**config.mk**
```make
export PLATFORM = sky130hd
export DESIGN_NAME = pm_evt_router
export DESIGN_NICKNAME = d
export VERILOG_FILES = /design/src/rtl/pm_evt_pkg.sv /design/src/rtl/pm_evt_ctrl.sv /design/src/rtl/pm_evt_datapath.sv /design/src/rtl/pm_evt_router.sv
export SDC_FILE = /design/constraint.sdc
export NUM_CORES = 1
export LEC_CHECK = 0
export ABC_CLOCK_PERIOD_IN_PS = 1300
export BUFFER_PORTS_ARGS = -buffer_cell sky130_fd_sc_hd__buf_2
export CAP_MARGIN = 30
export CELL_PAD_IN_SITES_DETAIL_PLACEMENT = 0
export CELL_PAD_IN_SITES_GLOBAL_PLACEMENT = 1
export CORE_ASPECT_RATIO = 0.5
export CORE_MARGIN = 4
export CORE_UTILIZATION = 39
export DETAILED_ROUTE_END_ITERATION = 12
export HOLD_SLACK_MARGIN = 0.15
export PLACE_DENSITY_LB_ADDON = 0.1
export SLEW_MARGIN = 10
export SYNTH_ARGS = -nofsm -noshare
export SYNTH_HDL_FRONTEND = slang
export SYNTH_SLANG_ARGS = --single-unit
```
**constraint.sdc**
```tcl
create_clock -name clk -period 1.3 [get_ports clk]
set_input_delay 0 -clock clk [delete_from_list [all_inputs] [get_ports clk]]
set_output_delay 0 -clock clk [all_outputs]
set_load 0.005 [all_outputs]
```
**src/rtl/pm_evt_pkg.sv**
```systemverilog
package pm_evt_pkg;
  localparam int REG_W       = 8;
  localparam int ADDR_W      = 3;
  localparam int RTC_STS_BIT = 7;
  localparam int SCI_EN_BIT  = 0;
  localparam int SMI_EN_BIT  = 7;
  localparam int CFG_POL_BIT = 0;
  localparam int CFG_OC_BIT  = 1;

  typedef enum logic [ADDR_W-1:0] {
    ADR_STS    = 3'd0,
    ADR_EN     = 3'd1,
    ADR_CTL    = 3'd2,
    ADR_SMI    = 3'd3,
    ADR_PMESTS = 3'd4,
    ADR_PMEEN  = 3'd5,
    ADR_CFG    = 3'd6
  } regAddrE;

  typedef struct packed {
    logic             wrSts;
    logic             wrEn;
    logic             wrCtl;
    logic             wrSmi;
    logic             wrPmeSts;
    logic             wrPmeEn;
    logic             wrCfg;
    logic [REG_W-1:0] data;
  } strobeT;

  typedef struct packed {
    logic [REG_W-1:0] sts;
    logic [REG_W-1:0] en;
    logic [REG_W-1:0] ctl;
    logic [REG_W-1:0] smi;
    logic [REG_W-1:0] pmeSts;
    logic [REG_W-1:0] pmeEn;
    logic [REG_W-1:0] cfg;
  } regViewT;
endpackage

```
**src/rtl/pm_evt_ctrl.sv**
```systemverilog
module pm_evt_ctrl
  import pm_evt_pkg::*;
(
  input  logic              regWrEn,
  input  logic [ADDR_W-1:0] regAddr,
  input  logic [REG_W-1:0]  regWrData,
  input  regViewT           view,
  output strobeT            strb,
  output logic [REG_W-1:0]  regRdData
);
  always_comb begin
    strb      = '0;
    strb.data = regWrData;
    if (regWrEn) begin
      case (regAddr)
        ADR_STS:    strb.wrSts    = 1'b1;
        ADR_EN:     strb.wrEn     = 1'b1;
        ADR_CTL:    strb.wrCtl    = 1'b1;
        ADR_SMI:    strb.wrSmi    = 1'b1;
        ADR_PMESTS: strb.wrPmeSts = 1'b1;
        ADR_PMEEN:  strb.wrPmeEn  = 1'b1;
        ADR_CFG:    strb.wrCfg    = 1'b1;
        default:    ;
      endcase
    end
  end

  always_comb begin
    case (regAddr)
      ADR_STS:    regRdData = view.sts;
      ADR_EN:     regRdData = view.en;
      ADR_CTL:    regRdData = view.ctl;
      ADR_SMI:    regRdData = view.smi;
      ADR_PMESTS: regRdData = view.pmeSts;
      ADR_PMEEN:  regRdData = view.pmeEn;
      ADR_CFG:    regRdData = view.cfg;
      default:    regRdData = '0;
    endcase
  end
endmodule

```
**src/rtl/pm_evt_datapath.sv**
```systemverilog
module pm_evt_datapath
  import pm_evt_pkg::*;
#(
  parameter int NUM_EVT = 4
) (
  input  logic               clk,
  input  logic               rstN,
  input  logic [NUM_EVT-1:0] evtIn,
  input  logic               rtcAlarm,
  input  strobeT             strb,
  output regViewT            view,
  output logic               smiOut,
  output logic               pmeN,
  output logic               sciData,
  output logic               sciOeN
);
  logic [NUM_EVT-1:0] evtPrev, evtRise, evtSts, evtEn;
  logic rtcPrev, rtcRise;
  logic rtcSciSts, rtcSciEn, rtcPmeSts, rtcPmeEn;
  logic sciRouteEn, smiRouteEn, cfgPol, cfgOc;
  logic pending, sciActive, sciLevel;

  always_ff @(posedge clk or negedge rstN) begin
    if (!rstN) begin
      evtPrev <= '0;
      rtcPrev <= 1'b0;
    end else begin
      evtPrev <= evtIn;
      rtcPrev <= rtcAlarm;
    end
  end

  assign evtRise = evtIn & ~evtPrev;
  assign rtcRise = rtcAlarm & ~rtcPrev;

  for (genvar i = 0; i < NUM_EVT; i++) begin : g_evt
    always_ff @(posedge clk or negedge rstN) begin
      if (!rstN)                            evtSts[i] <= 1'b0;
      else if (evtRise[i])                  evtSts[i] <= 1'b1;
      else if (strb.wrSts && strb.data[i])  evtSts[i] <= 1'b0;
    end
  end

  always_ff @(posedge clk or negedge rstN) begin
    if (!rstN) begin
      rtcSciSts <= 1'b0;
      rtcPmeSts <= 1'b0;
    end else begin
      if (rtcRise)                                     rtcSciSts <= 1'b1;
      else if (strb.wrSts && strb.data[RTC_STS_BIT])   rtcSciSts <= 1'b0;
      if (rtcRise)                                     rtcPmeSts <= 1'b1;
      else if (strb.wrPmeSts && strb.data[0])          rtcPmeSts <= 1'b0;
    end
  end

  always_ff @(posedge clk or negedge rstN) begin
    if (!rstN) begin
      evtEn      <= '0;
      rtcSciEn   <= 1'b0;
      sciRouteEn <= 1'b0;
      smiRouteEn <= 1'b0;
      rtcPmeEn   <= 1'b0;
      cfgPol     <= 1'b0;
      cfgOc      <= 1'b0;
    end else begin
      if (strb.wrEn) begin
        evtEn    <= strb.data[NUM_EVT-1:0];
        rtcSciEn <= strb.data[RTC_STS_BIT];
      end
      if (strb.wrCtl)   sciRouteEn <= strb.data[SCI_EN_BIT];
      if (strb.wrSmi)   smiRouteEn <= strb.data[SMI_EN_BIT];
      if (strb.wrPmeEn) rtcPmeEn   <= strb.data[0];
      if (strb.wrCfg) begin
        cfgPol <= strb.data[CFG_POL_BIT];
        cfgOc  <= strb.data[CFG_OC_BIT];
      end
    end
  end

  assign pending   = (|(evtSts & evtEn)) | (rtcSciSts & rtcSciEn);
  assign smiOut    = smiRouteEn & pending;
  assign sciActive = sciRouteEn & pending;
  assign sciLevel  = cfgPol ? sciActive : ~sciActive;
  assign sciData   = cfgOc ? 1'b0 : sciLevel;
  assign sciOeN    = cfgOc ? sciLevel : 1'b0;
  assign pmeN      = ~(rtcPmeSts & rtcPmeEn);

  always_comb begin
    view = '0;
    view.sts[NUM_EVT-1:0]   = evtSts;
    view.sts[RTC_STS_BIT]   = rtcSciSts;
    view.en[NUM_EVT-1:0]    = evtEn;
    view.en[RTC_STS_BIT]    = rtcSciEn;
    view.ctl[SCI_EN_BIT]    = sciRouteEn;
    view.smi[SMI_EN_BIT]    = smiRouteEn;
    view.pmeSts[0]          = rtcPmeSts;
    view.pmeEn[0]           = rtcPmeEn;
    view.cfg[CFG_POL_BIT]   = cfgPol;
    view.cfg[CFG_OC_BIT]    = cfgOc;
  end

  // a line already high cannot set a clear bit again
  assert_no_reset_on_hold_R2: assert property (@(posedge clk) disable iff (!rstN)
    (!evtSts[0] && evtPrev[0] && evtIn[0]) |=> !evtSts[0]);

  // a write of 1 clears the bit when no edge competes
  assert_w1c_clears_R3: assert property (@(posedge clk) disable iff (!rstN)
    (strb.wrSts && strb.data[0] && !evtRise[0]) |=> !evtSts[0]);

  // a set PME status survives any write that does not carry 1 in bit 0
  assert_w1c_keep_R3: assert property (@(posedge clk) disable iff (!rstN)
    (rtcPmeSts && !(strb.wrPmeSts && strb.data[0])) |=> rtcPmeSts);

  // an edge beats a same-cycle clear
  assert_set_wins_R4: assert property (@(posedge clk) disable iff (!rstN)
    (rtcRise && strb.wrPmeSts && strb.data[0]) |=> rtcPmeSts);

  // an alarm edge lands in both status paths
  assert_rtc_both_R7: assert property (@(posedge clk) disable iff (!rstN)
    rtcRise |=> (rtcPmeSts && rtcSciSts));
endmodule

```
**src/rtl/pm_evt_router.sv**
```systemverilog
module pm_evt_router
  import pm_evt_pkg::*;
#(
  parameter int NUM_EVT = 4
) (
  input  logic               clk,
  input  logic               rstN,
  input  logic [NUM_EVT-1:0] evtIn,
  input  logic               rtcAlarm,
  input  logic               regWrEn,
  input  logic [2:0]         regAddr,
  input  logic [7:0]         regWrData,
  output logic [7:0]         regRdData,
  output logic               smiOut,
  output logic               pmeN,
  output logic               sciData,
  output logic               sciOeN
);
  strobeT  strb;
  regViewT view;

  initial begin
    if (NUM_EVT < 1 || NUM_EVT > REG_W - 1)
      $error("NUM_EVT must lie between 1 and %0d", REG_W - 1);
  end

  pm_evt_ctrl u_ctrl (
    .regWrEn  (regWrEn),
    .regAddr  (regAddr),
    .regWrData(regWrData),
    .view     (view),
    .strb     (strb),
    .regRdData(regRdData)
  );

  pm_evt_datapath #(.NUM_EVT(NUM_EVT)) u_dp (
    .clk     (clk),
    .rstN    (rstN),
    .evtIn   (evtIn),
    .rtcAlarm(rtcAlarm),
    .strb    (strb),
    .view    (view),
    .smiOut  (smiOut),
    .pmeN    (pmeN),
    .sciData (sciData),
    .sciOeN  (sciOeN)
  );
endmodule

```
==> flow_metrics.py, run 1 <==
metrics = {
    "drt": {
        "ant_nets": 0,
        "drt_iter0_drc": 53,
        "firstDrtPassIters": 4,
        "post_drt_via_cell_ratio": 4.88,
        "num_vias": 922,
        "drt_wl_total_um": 2640,
        "wl_per_cell_um": 14.0,
        "drc": 0,
    },
    "cts": {
        "path_clk_slew_ns": 0.08,
        "tritoncts": "done",
        "cts_buffers": 3,
        "root_buffer": "clkbuf_8",
        "clock_latency_ns": 0.26,
        "cts.sinks": 21,
        "clockBufferDepth": 2,
        "h-tree-depth": 1,
    },
    "setup_path": {
        "cp-endpoint": "sciData",
        "slowest_delay_ns": 0.40,
        "r2r-start": "u_dp.rtcPmeEn",
        "path_depth": 5,
        "r2r_cells": 2,
        "r2r_setup_slack_ns": 0.42,
        "r2r_end": "u_dp.rtcPmeEn",
        "crit_family": "compound AO/OA/AOI/OAI gates",
        "worst_setup_path_start_kind": "register",
        "startpoint": "u_dp.evtEn[1]",
        "slowest_stage": "dfrtp_1",
        "cp_data_required_time_ns": 1.30,
        "setup.worst_path.class": "reg -> out",
        "cp.arrival_ns": 1.63,
        "crit_chain": "a222oi_1 > buf_4 > nor2_1 > a311o_1 > buf_2",
        "end_kind": "output pin",
        "crit_buf_inv": 2,
        "path_max_fanout": 3,
    },
    "placement": {
        "io_buffers": 24,
        "globalplace.congestion": 0.710,
        "dp_hpwl_um": 1900,
        "dp_cells": 169,
        "placed_area_um2": 1330,
    },
    "finish": {
        "diodes": 0,
        "layout.cells.non_filler": 189,
        "area_delta_synth_final_pct": 42.8,
        "finalNetCount": 172,
        "stdcell_area_um2": 1560,
        "nFillCells": 250,
        "drive_above_1_share_pct": 42.8,
    },
    "sta": {
        "grt_setup_unrepaired": "yes",
        "hold_violations": 0,
        "min_period_ns": 1.63,
        "drv_slew": 0,
        "setup_viol": 5,
        "clock.fmax_ghz": 0.613,
        "layout_setup_ws_ns": -0.332,
        "finalClockSkew_ns": 0.00131,
        "fin_crit_sh_pct": 126,
    },
    "synth": {
        "syn_inst": 98,
        "synthArstFlopShare_pct": 100,
        "muxShareOfSynthArea_pct": 15.2,
        "synth_edf_count": 0,
        "yosys.area_share.adder_pct": 0,
        "ys_types": 32,
        "yosys-top-cells-area": "dfrtp_1 48%, mux2_2 12%, mux2i_1 2.8%",
        "netlist_area_um2": 1090,
        "synth_top_area_cell": "dfrtp_1",
        "synth_most_common_cell": "dfrtp_1",
        "synth_compound_area_share_pct": 13.5,
        "synthTopCellsByCount": "21 x dfrtp_1, 12 x mux2_2, 7 x nand2_1, 5 x nand3_1, 5 x nor2_1",
        "synth_area_per_cell_um2": 11.1,
        "synth_seq_cells": 21,
        "synth_warnings": 0,
        "synth-simple-area-share_pct": 17.2,
        "synth_top_family_by_area": "simple AND/OR/NAND/NOR gates",
        "synth.top_cell.area_share_pct": 48.2,
        "synth_seq_area_share_pct": 48.2,
        "synthFlopType": "dfrtp_1",
        "synth-xor-area-share_pct": 0,
    },
    "floorplan": {
        "ios": 31,
        "dieWidth_um": 82.8,
        "start_util_pct": 41.4,
        "dieArea_um2": 3760,
        "fp.coreArea_um2": 2640,
        "rows": 13,
        "die_y_um": 45.4,
    },
    "global_routing": {
        "grt.overflow.total": 0,
        "grt_max_degree": 22,
        "antenna_found_initial": 0,
        "grt_pass1_wl_um": 4460,
        "track_usage_pct": 16.1,
        "grt_pass1_vias": 911,
    },
    "power_and_ir_drop": {
        "max-vdd-ir-drop_mv": 0.517,
        "seqPwrFrac_pct": 45.0,
        "comb_power_share_pct": 31.7,
        "p_sw_share_pct": 28.4,
        "p_clk_share_pct": 23.3,
        "internal-power_uw": 1320,
        "power.static_leakage_uw": 0.000730,
        "p_per_area_nw_per_um2": 1180,
        "switchingPower_uw": 522,
    },
    "worst_hold_path": {
        "hold_class": "in -> reg",
    },
    "flow_run": {
        "cap_violations": 0,
    },
    "run_status": {
        "status": "finished, violations left",
        "violations": "setup timing",
    },
}
[how the worst min path moves through the flow]
stage / startpoint / to / slack (ns) / cells after the start
3_3_place_gp: rstN / u_dp.cfgPol / -0.004 / 1
3_5_place_dp: rstN / u_dp.cfgPol / -0.008 / 1
2_1_floorplan: rstN / u_dp.cfgOc / -0.30 / 0
4_1_cts: regAddr[1] / u_dp.smiRouteEn / 0.20 / 3
5_1_grt: regAddr[2] / u_dp.rtcPmeEn / 0.22 / 3
6_report: regAddr[2] / u_dp.rtcPmeEn / 0.21 / 3
[cell usage in the layout, fill, tap and decap left out, drive strengths merged]
master       synthesis  layout
and3b                1       1
dfrtp               21      21
a22oi                3       3
clkbuf               0       4
a21boi               1       1
nor2b                3       3
mux2                12      12
nor4b                1       1
o21a                 1       1
nor2                 5       5
inv                  4       4
nand2                7       7
a22o                 4       4
o211ai               1       1
o21ai                1       1
nand4b               2       2
nand2b               1       1
a311o                1       1
nand3b               2       2
mux2i                3       3
a21o                 2       2
o221ai               1       1
or3                  1       1
nor3                 3       3
nand3                5       5
and3                 1       1
a31o                 1       1
conb                 1       3
dlygate4sd3          0      11
a222oi               1       1
o22a                 1       1
buf                  7      44
[cell families after synthesis]
| family | after synthesis |
|---|---|
| AND/OR/NAND/NOR | 32 |
| flip-flops | 21 |
| AO/OA/AOI/OAI | 18 |
| multiplexers | 15 |
| buffers and inverters | 11 |
| other | 1 |
[layer usage]
layer	global-route usage [%]	part of all wire [%]	up-vias	wire length, µm
li1	-	-	462	-
met1	23.4	54	440	1430
met2	24.5	41	20	1080
met3	4.74	5.1	0	134
met4	1.95	0	0	0
met5	0	0	-	0
[timing repair]
item / in CTS / in global routing
hold endpoints to repair: 42 / 0
hold buffers: 11 / 0
gates resized for setup: 8 / 1
pin swaps: 5 / 2
endpoints found under the setup margin: 6 / 6
buffers inserted: 5 / 0
[stage by stage]
| stage | power [µW] | hold WS, ns | setup TNS [ns] | utilization (%) | setup slack, ns |
|---|---|---|---|---|---|
| floorplan | 1070 | -0.296 | 0 | - | 0.0443 |
| global placement | 1310 | -0.00428 | -0.0146 | 50.5 | -0.0146 |
| detailed placement | 1310 | -0.00757 | -0.0277 | 50.5 | -0.0277 |
| CTS | 1850 | 0.204 | -0.867 | 58.9 | -0.301 |
| global route | 1960 | 0.222 | -1.42 | 59.1 | -0.428 |
| finish | 1840 | 0.205 | -0.904 | 59.1 | -0.332 |
[state kept, by name (all words and copies together), names as in the netlist]
name and count:
u_dp.rtcPmeEn 1, u_dp.rtcPrev 1, u_dp.evtPrev 4, u_dp.sciRouteEn 1, u_dp.cfgOc 1, u_dp.rtcSciEn 1, u_dp.smiRouteEn 1, u_dp.evtEn 4
u_dp.view 4, u_dp.cfgPol 1, u_dp.rtcSciSts 1, u_dp.rtcPmeSts 1
[worst min-delay path, delay by kind of cell]
family        cells  cell delay (ns)
simple gates      1             0.10
buf+inv           1             0.18
mux               1             0.15
[power by group through the flow]
stage | Clock (µW) | Combinational (µW) | Sequential [µW]
global route | 475 | 646 | 839
CTS | 439 | 585 | 823
finish | 429 | 583 | 827
detailed placement | 0 | 476 | 834
global placement | 0 | 475 | 832
floorplan | 0 | 258 | 812
[layout make-up]
cell class              count  area [µm²]  share of cell area (%)
multi-input cells          68         533                    34.2
flip-flops and latches     21         526                    33.8
repair buffers             55         392                    25.2
well taps                  37        46.3                    2.97
clock buffers               4        45.0                    2.89
inverters                   4        15.0                   0.965
No activity file was read; power rests on OpenSTA's default activity.
==> run 2, diff against run 1 <==
--- a/config.mk
+++ b/config.mk
@@ -12,7 +12,8 @@
 export CELL_PAD_IN_SITES_GLOBAL_PLACEMENT = 1
 export CORE_ASPECT_RATIO = 0.5
 export CORE_MARGIN = 4
-export CORE_UTILIZATION = 39
+export CORE_UTILIZATION = 40
+export CTS_BUF_LIST = sky130_fd_sc_hd__clkbuf_8
 export DETAILED_ROUTE_END_ITERATION = 12
 export HOLD_SLACK_MARGIN = 0.15
 export PLACE_DENSITY_LB_ADDON = 0.1
==> run 2 against run 1 <==
  * The flow still finishes with violations (setup timing)
  * Clock-buffer cell count fell by 1
  * Critical endpoint unchanged
  * Cell count rose by 2.1%
  * Clock skew fell by 0.00064 ns
  * Largest power group unchanged
  * Routed wire length rose by 3.1%
  * Worst setup slack improved by 0.022 ns
  * Sequential share of layout area fell by 1.1 points
  * Maximum frequency rose by 1.4%
  * Largest cell class unchanged
  * Critical path depth did not move
  * Hold slack got worse by 0.039 ns
==> flow_metrics.py, run 2 (same netlist as run 1, synthesis figures left out) <==
metrics = {
    "finish": {
        "post-route-util_pct": 61.9,
        "diodes": 0,
        "layout.cells.non_filler": 193,
        "finalNetCount": 176,
        "drive_above_1_share_pct": 46.2,
        "final_cell_mix": "24 x buf_2, 21 x buf_4, 21 x dfrtp_1",
        "final_common_cell": "buf_2",
        "area_delta_synth_final_pct": 47.8,
    },
    "setup_path": {
        "end_kind": "output pin",
        "worst_setup_path_start_kind": "register",
        "setup.worst_path.class": "reg -> out",
        "startpoint": "u_dp.evtEn[1]",
        "cp.arrival_ns": 1.61,
        "r2r-start": "u_dp.rtcPmeSts",
        "path_max_fanout": 3,
        "cp_data_required_time_ns": 1.30,
    },
    "drt": {
        "drt_iter0_drc": 65,
        "num_vias": 938,
        "wl_per_cell_um": 14.1,
        "firstDrtPassIters": 4,
        "drc": 0,
        "drt_wl_total_um": 2720,
        "ant_nets": 0,
        "post_drt_via_cell_ratio": 4.86,
    },
    "cts": {
        "clock_latency_ns": 0.26,
        "root_buffer": "clkbuf_8",
        "path_clk_slew_ns": 0.08,
        "cts_buffers": 3,
        "clockBufferDepth": 2,
        "tritoncts": "done",
        "cts.sinks": 21,
        "h-tree-depth": 1,
    },
    "sta": {
        "hold_violations": 0,
        "min_period_ns": 1.61,
        "setup_viol": 6,
        "fin_crit_sh_pct": 124,
        "drv_slew": 0,
        "grt_setup_unrepaired": "yes",
        "finalClockSkew_ns": 0.000662,
        "layout_setup_ws_ns": -0.310,
        "clock.fmax_ghz": 0.621,
    },
    "worst_hold_path": {
        "hold_class": "in -> reg",
        "hold_start": "regWrEn",
    },
    "placement": {
        "globalplace.congestion": 0.746,
        "post-place-ws_ns": -0.00978,
        "io_buffers": 24,
        "dp_cells": 172,
        "dp_hpwl_um": 1930,
    },
    "global_routing": {
        "grt.overflow.total": 0,
        "antenna_found_initial": 0,
        "grt_pass1_wl_um": 4720,
        "grt_pass1_vias": 957,
        "grt_max_degree": 22,
        "track_usage_pct": 17.3,
    },
    "power_and_ir_drop": {
        "power.static_leakage_uw": 0.000744,
        "p_clk_share_pct": 23.8,
        "switchingPower_uw": 551,
        "seqPwrFrac_pct": 43.5,
        "internal-power_uw": 1330,
        "max-vdd-ir-drop_mv": 0.737,
        "p_sw_share_pct": 29.3,
        "p_per_area_nw_per_um2": 1170,
        "comb_power_share_pct": 32.7,
    },
    "floorplan": {
        "fp.coreArea_um2": 2600,
        "rows": 13,
        "ios": 31,
        "start_util_pct": 41.9,
        "dieWidth_um": 81.8,
        "dieArea_um2": 3670,
        "die_y_um": 44.9,
    },
    "run_status": {
        "status": "finished, violations left",
        "violations": "setup timing",
    },
    "flow_run": {
        "cap_violations": 0,
    },
}
==> run 2: changes by cell type in the layout (fill, tap and decap cells not counted), sizes merged <==
| cell | previous run | this run |
|---|---|---|
| clkinvlp | 0 | 1 |
| buf | 44 | 47 |
| clkbuf | 4 | 3 |
| dlygate4sd3 | 11 | 12 |
==> run 2: layout make-up <==
cell class	instances	area, µm²
inverter	4	15.0
multi-input combinational	68	554
clock inverter	1	7.51
fill	226	992
sequential	21	526
timing repair buffer	59	420
clock buffer	3	41.3
tap	37	46.3
==> run 2: timing repair <==
item,CTS,global route
endpoints found under the hold margin,42,0
hold buffers,12,0
gates resized for setup,7,4
setup buffers,3,2
pin swaps,5,1
setup endpoints to repair,6,6
==> run 2: metal layers <==
metal	track usage, %	wire length [µm]
met5	0	0
met4	1.99	0
met3	4.18	105
met2	27.4	1210
met1	24.9	1410
==> run 2: power by group through the flow <==
stage	combinational (µW)	clock, µW	sequential, µW
CTS	583	458	818
floorplan	258	0	812
global route	680	491	833
global placement	493	0	824
finish	615	447	817
detailed placement	499	0	826
==> run 2: path summary, 6_finish.rpt <==
path	endpoint	slack, ns	cells after the start
max	sciData	-0.31	5
min	u_dp.cfgOc	0.17	3
max reg2reg	u_dp.rtcPmeSts	0.40	3
min reg2reg	u_dp.smiRouteEn	0.53	1
max in group asynchronous	u_dp.rtcSciSts	0.75	2
min in group asynchronous	u_dp.rtcPmeEn	0.23	2
==> run 2: stage by stage <==
stage / total power (µW) / TNS, ns / hold slack (ns) / area [µm²]
after global routing: 2000 / -1.60 / 0.182 / 1610
after detailed placement: 1330 / -0.00978 / -0.00969 / 1350
after global placement: 1320 / -0.00874 / -0.0195 / 1350
after CTS: 1860 / -0.975 / 0.172 / 1570
final: 1880 / -0.953 / 0.166 / 1610
after floorplan: 1070 / 0 / -0.296 / 1100
==> run 2: critical path, cell delays in order, from the launching register on <==
cell	delay, ns
dfrtp_1	0.40
a222oi_1	0.33
buf_4	0.19
nor2_1	0.04
a311o_1	0.27
buf_2	0.13
==> run 3, diff against run 2 <==
--- a/config.mk
+++ b/config.mk
@@ -6,7 +6,7 @@
 export NUM_CORES = 1
 export LEC_CHECK = 0
 export ABC_CLOCK_PERIOD_IN_PS = 1300
-export BUFFER_PORTS_ARGS = -buffer_cell sky130_fd_sc_hd__buf_2
+export BUFFER_PORTS_ARGS = -buffer_cell sky130_fd_sc_hd__buf_4
 export CAP_MARGIN = 30
 export CELL_PAD_IN_SITES_DETAIL_PLACEMENT = 0
 export CELL_PAD_IN_SITES_GLOBAL_PLACEMENT = 1
@@ -15,6 +15,7 @@
 export CORE_UTILIZATION = 40
 export CTS_BUF_LIST = sky130_fd_sc_hd__clkbuf_8
 export DETAILED_ROUTE_END_ITERATION = 12
+export GPL_TIMING_DRIVEN = 0
 export HOLD_SLACK_MARGIN = 0.15
 export PLACE_DENSITY_LB_ADDON = 0.1
 export SLEW_MARGIN = 10
==> run 3 against run 2 <==
  * The flow still finishes with violations (setup timing)
  * Die area is the same
  * Global-route usage fell by 0.79 points
  * Utilization rose by 1.8 points
  * Critical endpoint unchanged
  * Highest routed layer is now met4
==> flow_metrics.py, run 3 (same netlist as run 1, synthesis figures left out) <==
metrics = {
    "drt": {
        "wl_per_cell_um": 14.2,
        "ant_nets": 0,
        "drc": 0,
        "drt_wl_total_um": 2750,
        "firstDrtPassIters": 4,
        "num_vias": 960,
        "post_drt_via_cell_ratio": 4.97,
        "drt_iter0_drc": 42,
    },
    "setup_path": {
        "crit_family": "compound AO/OA/AOI/OAI gates",
        "cp.arrival_ns": 1.63,
        "cp_data_required_time_ns": 1.30,
        "crit_chain": "a222oi_1 > buf_4 > nor2_1 > a311o_1 > buf_4",
        "path_max_fanout": 4,
        "slowest_delay_ns": 0.39,
        "cp_common_cell": "buf_4",
        "worst_setup_path_start_kind": "register",
        "setup.worst_path.class": "reg -> out",
        "end_kind": "output pin",
        "slowest_stage": "dfrtp_1",
        "crit_buf_inv": 2,
    },
    "global_routing": {
        "grt_pass1_wl_um": 4370,
        "grt_pass1_vias": 873,
        "track_usage_pct": 16.5,
        "grt_max_degree": 22,
        "antenna_found_initial": 0,
        "grt.overflow.total": 0,
    },
    "cts": {
        "h-tree-depth": 1,
        "root_buffer": "clkbuf_8",
        "clock_latency_ns": 0.26,
        "cts_buffers": 3,
        "path_clk_slew_ns": 0.08,
        "cts.sinks": 21,
        "clockBufferDepth": 2,
        "tritoncts": "done",
    },
    "sta": {
        "drv_slew": 0,
        "grt_setup_unrepaired": "yes",
        "min_period_ns": 1.63,
        "holdWs_ns": 0.152,
        "hold_violations": 0,
        "fin_crit_sh_pct": 126,
        "setup_viol": 6,
        "layout_setup_ws_ns": -0.332,
        "finalClockSkew_ns": 0.00316,
        "clock.fmax_ghz": 0.613,
    },
    "floorplan": {
        "dieArea_um2": 3670,
        "ios": 31,
        "die_y_um": 44.9,
        "start_util_pct": 41.9,
        "fp.coreArea_um2": 2600,
        "rows": 13,
        "dieWidth_um": 81.8,
    },
    "power_and_ir_drop": {
        "power.total_uw": 1910,
        "max-vdd-ir-drop_mv": 0.655,
        "power.static_leakage_uw": 0.000767,
        "p_per_area_nw_per_um2": 1150,
    },
    "finish": {
        "finalNetCount": 176,
        "seq_area_um2": 526,
        "drive_above_1_share_pct": 43.6,
        "multi_input_area_um2": 541,
        "nFillCells": 227,
        "stdcell_area_um2": 1660,
        "final_common_cell": "buf_4",
        "diodes": 0,
        "area_delta_synth_final_pct": 52.1,
        "final_cell_mix": "39 x buf_4, 21 x dfrtp_1, 14 x dlygate4sd3_1",
        "post-route-util_pct": 63.7,
    },
    "placement": {
        "dp_hpwl_um": 1780,
        "io_buffers": 24,
        "placed_area_um2": 1320,
        "globalplace.congestion": 0.720,
    },
    "run_status": {
        "status": "finished, violations left",
        "violations": "setup timing",
    },
    "flow_run": {
        "cap_violations": 0,
    },
    "worst_hold_path": {
        "hold_class": "in -> async",
    },
}
[run 3: cell count changes in the layout (fill, tap and decap cells not counted), sizes merged]
cell	change
buf	-2
dlygate4sd3	+2
[run 3: where the power goes]
part | switching [µW] | internal (µW)
Sequential | 89.8 | 741
Combinational | 231 | 407
Clock | 227 | 217
[run 3: final timing paths]
kind | start | endpoint | slack (ns) | cells after the start
max in group asynchronous | rstN | u_dp.evtPrev[0] | 0.93 | 2
hold / removal | rstN | u_dp.rtcPmeEn | 0.15 | 2
min in group clk | regWrEn | u_dp.cfgPol | 0.17 | 3
hold reg to reg | u_dp.smiRouteEn | u_dp.smiRouteEn | 0.54 | 1
setup / recovery | u_dp.view[49] | sciData | -0.33 | 5
setup reg to reg | u_dp.rtcPmeEn | u_dp.rtcPmeEn | 0.29 | 3
[run 3: cell type report]
type,instances,share of cell area [%]
Timing Repair Buffer,52,26.3
Inverter,4,0.906
Tap cell,37,2.79
Clock inverter,1,0.453
Multi-Input combinational cell,68,32.6
Buffer,7,2.72
Sequential cell,21,31.7
Clock buffer,3,2.49
[run 3: timing repair]
item	4_1_cts	5_1_grt
endpoints found under the setup margin	5	8
setup buffers	9	5
hold endpoints to repair	42	0
hold buffers	14	0
pin swaps	6	4
gates cloned	0	0
gates resized for setup	3	7
[run 3: metrics by stage]
| step | setup WS (ns) | std cells | setup TNS (ns) |
|---|---|---|---|
| 2_1_floorplan | 0.0443 | 100 | 0 |
| 3_3_place_gp | -0.328 | 161 | -0.751 |
| 3_5_place_dp | -0.316 | 161 | -0.752 |
| 4_1_cts | -0.319 | 188 | -0.845 |
| 5_1_grt | -0.451 | 193 | -1.59 |
| 6_report | -0.332 | 193 | -1.00 |
[run 3: worst reg2reg max path, delay by kind of cell (launching register included)]
family,cells,cell delay (ns)
buf+inv,2,0.25
flops,1,0.39
mux,1,0.26
[run 3: per-layer routing]
| layer | track usage, % | vias to the layer above | part of all wire [%] |
|---|---|---|---|
| met3 | 4.98 | 2 | 5.4 |
| li1 | - | 471 | - |
| met1 | 25.1 | 463 | 53 |
| met2 | 22.6 | 24 | 41 |
| met5 | 0 | - | 0 |
| met4 | 3.97 | 0 | 0.47 |
